`config.mk`:
```
export PLATFORM = sky130hd
export DESIGN_NAME = dm_sync_unit
export DESIGN_NICKNAME = d
export VERILOG_FILES = /design/src/rtl/dm_sync_pkg.sv /design/src/rtl/dm_tmpl_table.sv /design/src/rtl/dm_operand_store.sv /design/src/rtl/dm_thread_gate.sv /design/src/rtl/dm_sync_unit.sv
export SDC_FILE = /design/constraint.sdc
export NUM_CORES = 2
export LEC_CHECK = 0
export ABC_AREA = 1
export BUFFER_PORTS_ARGS = -buffer_cell sky130_fd_sc_hd__buf_4
export CORE_MARGIN = 2
export CORE_UTILIZATION = 30
export DETAILED_ROUTE_END_ITERATION = 12
export PLACE_DENSITY = 0.41
export SETUP_SLACK_MARGIN = 0.05
export SLEW_MARGIN = 0
export SYNTH_ARGS = -nofsm -noshare
export SYNTH_HDL_FRONTEND = slang
export SYNTH_SLANG_ARGS = --single-unit
```
`constraint.sdc`:
```
create_clock -name clk -period 3.8 [get_ports clk]
set_input_delay 0.38 -clock clk [delete_from_list [all_inputs] [get_ports clk]]
set_output_delay 0.38 -clock clk [all_outputs]
set_load 0.005 [all_outputs]
```
`src/rtl/dm_sync_pkg.sv`:
```
package dm_sync_pkg;
  typedef enum logic [1:0] {
    FLG_MONO  = 2'b00,
    FLG_LEFT  = 2'b01,
    FLG_RIGHT = 2'b10,
    FLG_IMM   = 2'b11
  } sync_flag_e;

  function automatic logic is_pair(input logic [1:0] f);
    return (f == FLG_LEFT) || (f == FLG_RIGHT);
  endfunction
endpackage

```
`src/rtl/dm_tmpl_table.sv`:
```
module dm_tmpl_table #(
  parameter int SEG_W  = 3,
  parameter int TSEG_W = 4
) (
  input  logic              clk,
  input  logic              rst_n,
  input  logic              we,
  input  logic [SEG_W-1:0]  wseg,
  input  logic [TSEG_W-1:0] wval,
  input  logic [SEG_W-1:0]  rseg,
  output logic [TSEG_W-1:0] rval
);
  localparam int SEGS = 1 << SEG_W;

  logic [TSEG_W-1:0] entry [SEGS];

  for (genvar g = 0; g < SEGS; g++) begin : g_entry
    always_ff @(posedge clk) begin
      if (!rst_n) entry[g] <= '0;
      else if (we && wseg == SEG_W'(g)) entry[g] <= wval;
    end
  end

  assign rval = entry[rseg];
endmodule

```
`src/rtl/dm_operand_store.sv`:
```
module dm_operand_store #(
  parameter int DATA_W = 16,
  parameter int AW     = 7
) (
  input  logic              clk,
  input  logic              rst_n,
  input  logic [AW-1:0]     addr,
  input  logic              set_en,
  input  logic              clr_en,
  input  logic [DATA_W-1:0] wdata,
  output logic              pres_q,
  output logic [DATA_W-1:0] rdata,
  output logic              ready
);
  localparam int SLOTS = 1 << AW;

  logic [SLOTS-1:0]  pres;
  logic [DATA_W-1:0] mem [SLOTS];
  logic [AW-1:0]     sweep_cnt;
  logic              sweeping;

  always_ff @(posedge clk) begin
    if (!rst_n) begin
      sweeping  <= 1'b1;
      sweep_cnt <= '0;
    end else if (sweeping) begin
      sweep_cnt <= sweep_cnt + 1'b1;
      if (sweep_cnt == AW'(SLOTS - 1)) sweeping <= 1'b0;
    end
  end

  always_ff @(posedge clk) begin
    if (sweeping) pres[sweep_cnt] <= 1'b0;
    else if (set_en) pres[addr] <= 1'b1;
    else if (clr_en) pres[addr] <= 1'b0;
  end

  always_ff @(posedge clk) begin
    if (set_en) mem[addr] <= wdata;
  end

  // Flop-array read is combinational, so a write on one edge is seen by
  // the token taken on the very next edge.
  assign pres_q = pres[addr];
  assign rdata  = mem[addr];
  assign ready  = !sweeping;


  sweep_quiet_chk: assert property (@(posedge clk) disable iff (!rst_n)
    sweeping |-> !set_en && !clr_en);

  store_on_empty_chk: assert property (@(posedge clk) disable iff (!rst_n)
    set_en |-> !pres[addr]);

  clear_on_full_chk: assert property (@(posedge clk) disable iff (!rst_n)
    clr_en |-> pres[addr]);
endmodule

```
`src/rtl/dm_thread_gate.sv`:
```
module dm_thread_gate (
  input  logic clk,
  input  logic rst_n,
  input  logic lock_set,
  input  logic release_i,
  output logic locked
);
  always_ff @(posedge clk) begin
    if (!rst_n) locked <= 1'b0;
    else if (lock_set) locked <= 1'b1;
    else if (release_i) locked <= 1'b0;
  end
endmodule

```
`src/rtl/dm_sync_unit.sv`:
```
module dm_sync_unit
  import dm_sync_pkg::*;
#(
  parameter int DATA_W = 16,
  parameter int SEG_W  = 3,
  parameter int DISP_W = 4,
  parameter int TSEG_W = 4
) (
  input  logic                     clk,
  input  logic                     rst_n,
  input  logic                     tmpl_we,
  input  logic [SEG_W-1:0]         tmpl_wseg,
  input  logic [TSEG_W-1:0]        tmpl_wval,
  input  logic                     thread_mode,
  input  logic                     thread_done,
  input  logic                     tok_valid,
  output logic                     tok_ready,
  input  logic [DATA_W-1:0]        tok_data,
  input  logic [SEG_W-1:0]         tok_seg,
  input  logic [DISP_W-1:0]        tok_disp,
  input  logic [1:0]               tok_flag,
  input  logic                     tok_first,
  output logic                     fire_valid,
  input  logic                     fire_ready,
  output logic [TSEG_W+DISP_W-1:0] fire_addr,
  output logic [DATA_W-1:0]        fire_left,
  output logic [DATA_W-1:0]        fire_right,
  output logic [1:0]               fire_flag
);
  localparam int MAW = SEG_W + DISP_W;
  localparam int IAW = TSEG_W + DISP_W;

  logic              accept, pair, hit, do_fire, st_set, st_clr;
  logic              store_ready, locked;
  logic [MAW-1:0]    match_addr;
  logic [TSEG_W-1:0] tseg;
  logic [DATA_W-1:0] partner;
  logic [DATA_W-1:0] nxt_left, nxt_right;

  assign match_addr = {tok_seg, tok_disp};
  assign tok_ready  = store_ready && !locked && (!fire_valid || fire_ready);
  assign accept     = tok_valid && tok_ready;
  assign pair       = is_pair(tok_flag);
  assign do_fire    = accept && (!pair || hit);
  assign st_set     = accept && pair && !hit;
  assign st_clr     = accept && pair && hit;

  dm_tmpl_table #(.SEG_W(SEG_W), .TSEG_W(TSEG_W)) tmpl_i (
    .clk(clk), .rst_n(rst_n), .we(tmpl_we), .wseg(tmpl_wseg),
    .wval(tmpl_wval), .rseg(tok_seg), .rval(tseg)
  );

  dm_operand_store #(.DATA_W(DATA_W), .AW(MAW)) store_i (
    .clk(clk), .rst_n(rst_n), .addr(match_addr), .set_en(st_set),
    .clr_en(st_clr), .wdata(tok_data), .pres_q(hit), .rdata(partner),
    .ready(store_ready)
  );

  dm_thread_gate gate_i (
    .clk(clk), .rst_n(rst_n),
    .lock_set(do_fire && thread_mode && tok_first),
    .release_i(thread_done), .locked(locked)
  );

  always_comb begin
    unique case (tok_flag)
      FLG_LEFT:  begin nxt_left = tok_data; nxt_right = partner;  end
      FLG_RIGHT: begin nxt_left = partner;  nxt_right = tok_data; end
      default:   begin nxt_left = tok_data; nxt_right = '0;       end
    endcase
  end

  always_ff @(posedge clk) begin
    if (!rst_n) begin
      fire_valid <= 1'b0;
      fire_addr  <= '0;
      fire_left  <= '0;
      fire_right <= '0;
      fire_flag  <= FLG_MONO;
    end else if (do_fire) begin
      fire_valid <= 1'b1;
      fire_addr  <= IAW'({tseg, tok_disp});
      fire_left  <= nxt_left;
      fire_right <= nxt_right;
      fire_flag  <= tok_flag;
    end else if (fire_ready) begin
      fire_valid <= 1'b0;
    end
  end


  fire_hold_chk: assert property (@(posedge clk) disable iff (!rst_n)
    fire_valid && !fire_ready |=> fire_valid && $stable(fire_left)
      && $stable(fire_right) && $stable(fire_addr) && $stable(fire_flag));

  lock_blocks_chk: assert property (@(posedge clk) disable iff (!rst_n)
    locked |-> !accept);

  sweep_no_fire_chk: assert property (@(posedge clk) disable iff (!rst_n)
    !store_ready |-> !fire_valid);
endmodule

```
==> out/qor_table.md <==
| Group | Metric | This run |
| --- | --- | --- |
| layout | Share of final-layout standard cells stronger than drive strength 1 | 0.137 |
| layout | Multi-input gate area | 0.0253 mm^2 |
| setup path | Reg2reg start | fire_valid |
| yosys | Total nets after synthesis | 9858 |
| clock network | # Post-CTS Setup Buffers | 0 |
| timing | Final setup margin | 0.761 ns |
| timing | Minimum period implied by the final worst setup slack | 3.04 ns |
| route | Wire length per cell | 24.1 um |
| layout | Syn-to-layout area delta | 18.7% |
| layout | Fillers | 33088 |
| clock network | Library cell used as clock root buffer | sky130_fd_sc_hd__clkbuf_16 |
| place | RePlAce Congestion | 0.847 |
| floorplanning | Horizontal die dimension | 581 um |
| floorplanning | Initial Util | 0.302 |
| yosys | Sequential-to-total area share from yosys stat | 0.675 |
| yosys | Predominant post-synthesis flop cell | sky130_fd_sc_hd__edfxtp_1 |
| worst hold path | Kind of path behind the tightest hold check | in -> reg |
| route | DRC viols | 0 |
| global routing | Largest net degree at the start of global routing | 136 |
| yosys | Main combinational cell family by area after synthesis | simple AND/OR/NAND/NOR gates |
| place | Cell Count Post-Placement | 14263 |
| power and ir drop | Pwr dens | 472 mW/mm^2 |
| timing | Period Utilization, post-route | 0.800 |
| yosys | Fraction of registers with async set/reset | 0 |
| setup path | Worst R2R Path Depth | 11 |
| timing | Clock skew after layout | 0.0490 ns |
| floorplanning | Row Count | 211 |
| place | Sum of net half-perimeters after detailed placement | 226000 um |
| yosys | Ys Warns | 0 |
| yosys | Synth Area in Simple Gates | 0.197 |
| setup path | Crit path DAT | 3.60 ns |
| layout | Fraction of the core area covered by cells at the end of the flow | 0.358 |
| route | Pre-antenna DRT Iters | 6 |
| clock network | TritonCTS sink count | 2260 |
| timing | Final setup violating endpoints | 0 |
| layout | Leading cell type in the layout, fill and taps excluded | sky130_fd_sc_hd__nand2_1 |
| clock network | Post-cts gate resize count | 0 |
| setup path | Reg-to-reg setup timing slack | 0.76 ns |
| route | Number of vias in the routed layout | 69951 |
| setup path | Kind of end point of the critical path | flip-flop |
| yosys | Post-synth EDFFs | 2208 |
| clock network | Total clock buffers created by CTS | 267 |
| yosys | Post-synthesis mux area share | 0 |
| setup path | Worst setup path start | fire_valid |
| floorplanning | Die Outline Area | 0.337 mm^2 |
| status | Result of the run | finished clean |
| power and ir drop | Static leakage | 47.9 nW |
| global routing | Wire length of the first global-routing pass | 505000 um |
| floorplanning | Top Ports | 84 |
| yosys | Number of instances in the synthesized netlist | 9815 |
| layout | Non-filler instance count after layout | 14761 |
| yosys | Compound-Gate Fraction of Synth Area | 0.0484 |
| global routing | Total track usage | 0.206 |
| floorplanning | Core region area | 0.331 mm^2 |
| setup path | Setup Crit Path Kind | reg -> reg |
| timing | Maximum frequency from static timing analysis | 329 MHz |
| setup path | Worst Setup EP | store_i.mem[17][9] |
| clock network | TritonCTS clock tree | built |
| yosys | Mean Syn Cell Area | 10.2 um^2 |
| place | Setup Slack @ Placement | 0.0625 ns |
| job | Max-Cap Viols | 0 |
| timing | Setup repair after global routing missed its margin | no |
| route | First DRT Iteration DRCs | 6741 |
| route | Remaining antenna violation count | 0 |
| timing | Max Transition Viols Final | 0 |
| route | Drt total wl | 356000 um |
| layout | Commonest cells after routing, fill and taps aside | sky130_fd_sc_hd__nand2_1, sky130_fd_sc_hd__edfxtp_1, sky130_fd_sc_hd__inv_1 |
| layout | Sequential standard cell area | 0.0673 mm^2 |
| setup path | Worst EP required | 4.37 ns |
| clock network | Clock insertion delay at the later pin of the skew report | 0.91 ns |
| setup path | Startpoint class of the critical path | flip-flop |
| yosys | Cell Area, Synth | 0.0998 mm^2 |
| route | Vias per cell | 4.74 |
| global routing | Total grt overflow | 0 |
| timing | TNS Setup | 0 ns |
| global routing | Number of global-route vias before repair | 69438 |
| place | PortBufs | 83 |
| power and ir drop | Maximum resistive drop on vdd | 0.291 mV |
| yosys | Cell variety after synth | 32 |
| global routing | Antenna violations before repair | 21 |
| layout | Net total in the final layout | 10234 |
| timing | Worst Tran Pin Value | 1.12 ns |
| setup path | Capture instance of the worst register-to-register path | store_i.mem[17][9] |
| yosys | Adder and majority gate portion of the synthesized area | 0.000376 |
| clock network | CTS Buffer Depth | 4 |
| clock network | Count of hold buffers inserted by post-cts repair | 25 |
| setup path | Maximum fanout encountered on the critical timing path | 16 |
| timing | Headroom to the max-slew limit | 0.255 |
| floorplanning | DIE HEIGHT | 581 um |
| yosys | Synth Register Bits | 2260 |
| yosys | Xor/xnor share of the synthesized area | 0.0000878 |
| clock network | Clock edge transition at the registers on the reported setup and hold paths | 0.06 ns |
| clock network | H-tree depth | 5 |
| timing | Endpoints failing hold | 0 |
cell usage after synthesis (52+ instances only):
| master | instances | area [um^2] |
|---|---|---|
| sky130_fd_sc_hd__nand2_1 | 2697 | 10100 |
| sky130_fd_sc_hd__edfxtp_1 | 2208 | 66300 |
| sky130_fd_sc_hd__inv_1 | 1455 | 5460 |
| sky130_fd_sc_hd__nand3_1 | 847 | 4240 |
| sky130_fd_sc_hd__nor2_1 | 700 | 2630 |
| sky130_fd_sc_hd__o21ai_0 | 599 | 3000 |
| sky130_fd_sc_hd__or2_2 | 305 | 1910 |
| sky130_fd_sc_hd__buf_2 | 245 | 1230 |
| sky130_fd_sc_hd__clkbuf_1 | 216 | 811 |
| sky130_fd_sc_hd__o211ai_1 | 176 | 1320 |
| sky130_fd_sc_hd__nor3_1 | 136 | 681 |
| sky130_fd_sc_hd__dfxtp_1 | 52 | 1040 |
registers in the layout (all words and copies together) (netlist names), named ones only:
name / cells
store_i.sweeping: 1
fire_valid: 1
tmpl_i.entry: 32
fire_flag: 2
fire_left: 16
store_i.sweep_cnt: 7
fire_right: 16
store_i.mem: 2048
fire_addr: 8
gate_i.locked: 1
worst max-delay path: stages (launching register included):
cell                      delay (ns)
sky130_fd_sc_hd__dfxtp_1        0.31
sky130_fd_sc_hd__inv_1          0.05
sky130_fd_sc_hd__nor2_1         0.04
sky130_fd_sc_hd__nor3_1         0.21
sky130_fd_sc_hd__nand2_1        0.12
sky130_fd_sc_hd__nor2_1         0.42
sky130_fd_sc_hd__inv_2          0.13
sky130_fd_sc_hd__nor2_1         0.23
sky130_fd_sc_hd__inv_2          0.35
sky130_fd_sc_hd__buf_12         0.32
sky130_fd_sc_hd__nor3_2         0.27
sky130_fd_sc_hd__buf_12         0.20
layer usage:
metal	vias to the layer above	part of all wire	GRT usage
met5	-	0.00013	0
met4	6	0.026	0.0531
met3	422	0.055	0.0281
met2	2092	0.47	0.338
met1	34525	0.45	0.287
li1	32906	-	-
stage by stage:
step | hold slack (ns) | cell area (um^2) | power, W
6_report | 0.0116 | 118000 | 0.0559
5_1_grt | 0.00136 | 118000 | 0.0577
4_1_cts | 0.00274 | 118000 | 0.0566
3_5_place_dp | 0.455 | 110000 | 0.0319
3_3_place_gp | 0.455 | 110000 | 0.0319
2_1_floorplan | 0.444 | 99800 | 0.0295
power by group:
| part | leakage [nW] | switching (W) | internal [W] |
|---|---|---|---|
| Clock | 3.98 | 0.0106 | 0.0140 |
| Combinational | 23.7 | 0.00293 | 0.000965 |
| Sequential | 20.2 | 0.0000321 | 0.0274 |
| Total | 47.9 | 0.0136 | 0.0423 |
cell type report:
class | count | area share
Sequential cell | 2260 | 0.569
Multi-Input combinational cell | 5574 | 0.214
Clock buffer | 338 | 0.0594
Timing Repair Buffer | 625 | 0.0560
Inverter | 1463 | 0.0464
Tap cell | 4366 | 0.0461
Clock inverter | 129 | 0.00963
Antenna cell | 6 | 0.000127
cell families after synthesis:
kind of cell,after synthesis
AO/OA/AOI/OAI,869
XOR/XNOR,1
adder cells (fa/ha/maj),3
buffers and inverters,1981
flip-flops,2260
AND/OR/NAND/NOR,4701
worst min path at each step:
stage	from	end	slack (ns)	cells past startpoint
2_1_floorplan	gate_i.locked	gate_i.locked	0.44	2
3_3_place_gp	fire_addr[4]	fire_addr[4]	0.45	2
3_5_place_dp	fire_right[15]	fire_right[15]	0.46	2
4_1_cts	tok_data[0]	store_i.mem[19][0]	0.003	1
5_1_grt	tok_data[8]	store_i.mem[97][8]	0.001	1
6_report	tok_data[8]	store_i.mem[97][8]	0.01	1
Power figures use the tool's default switching activity.
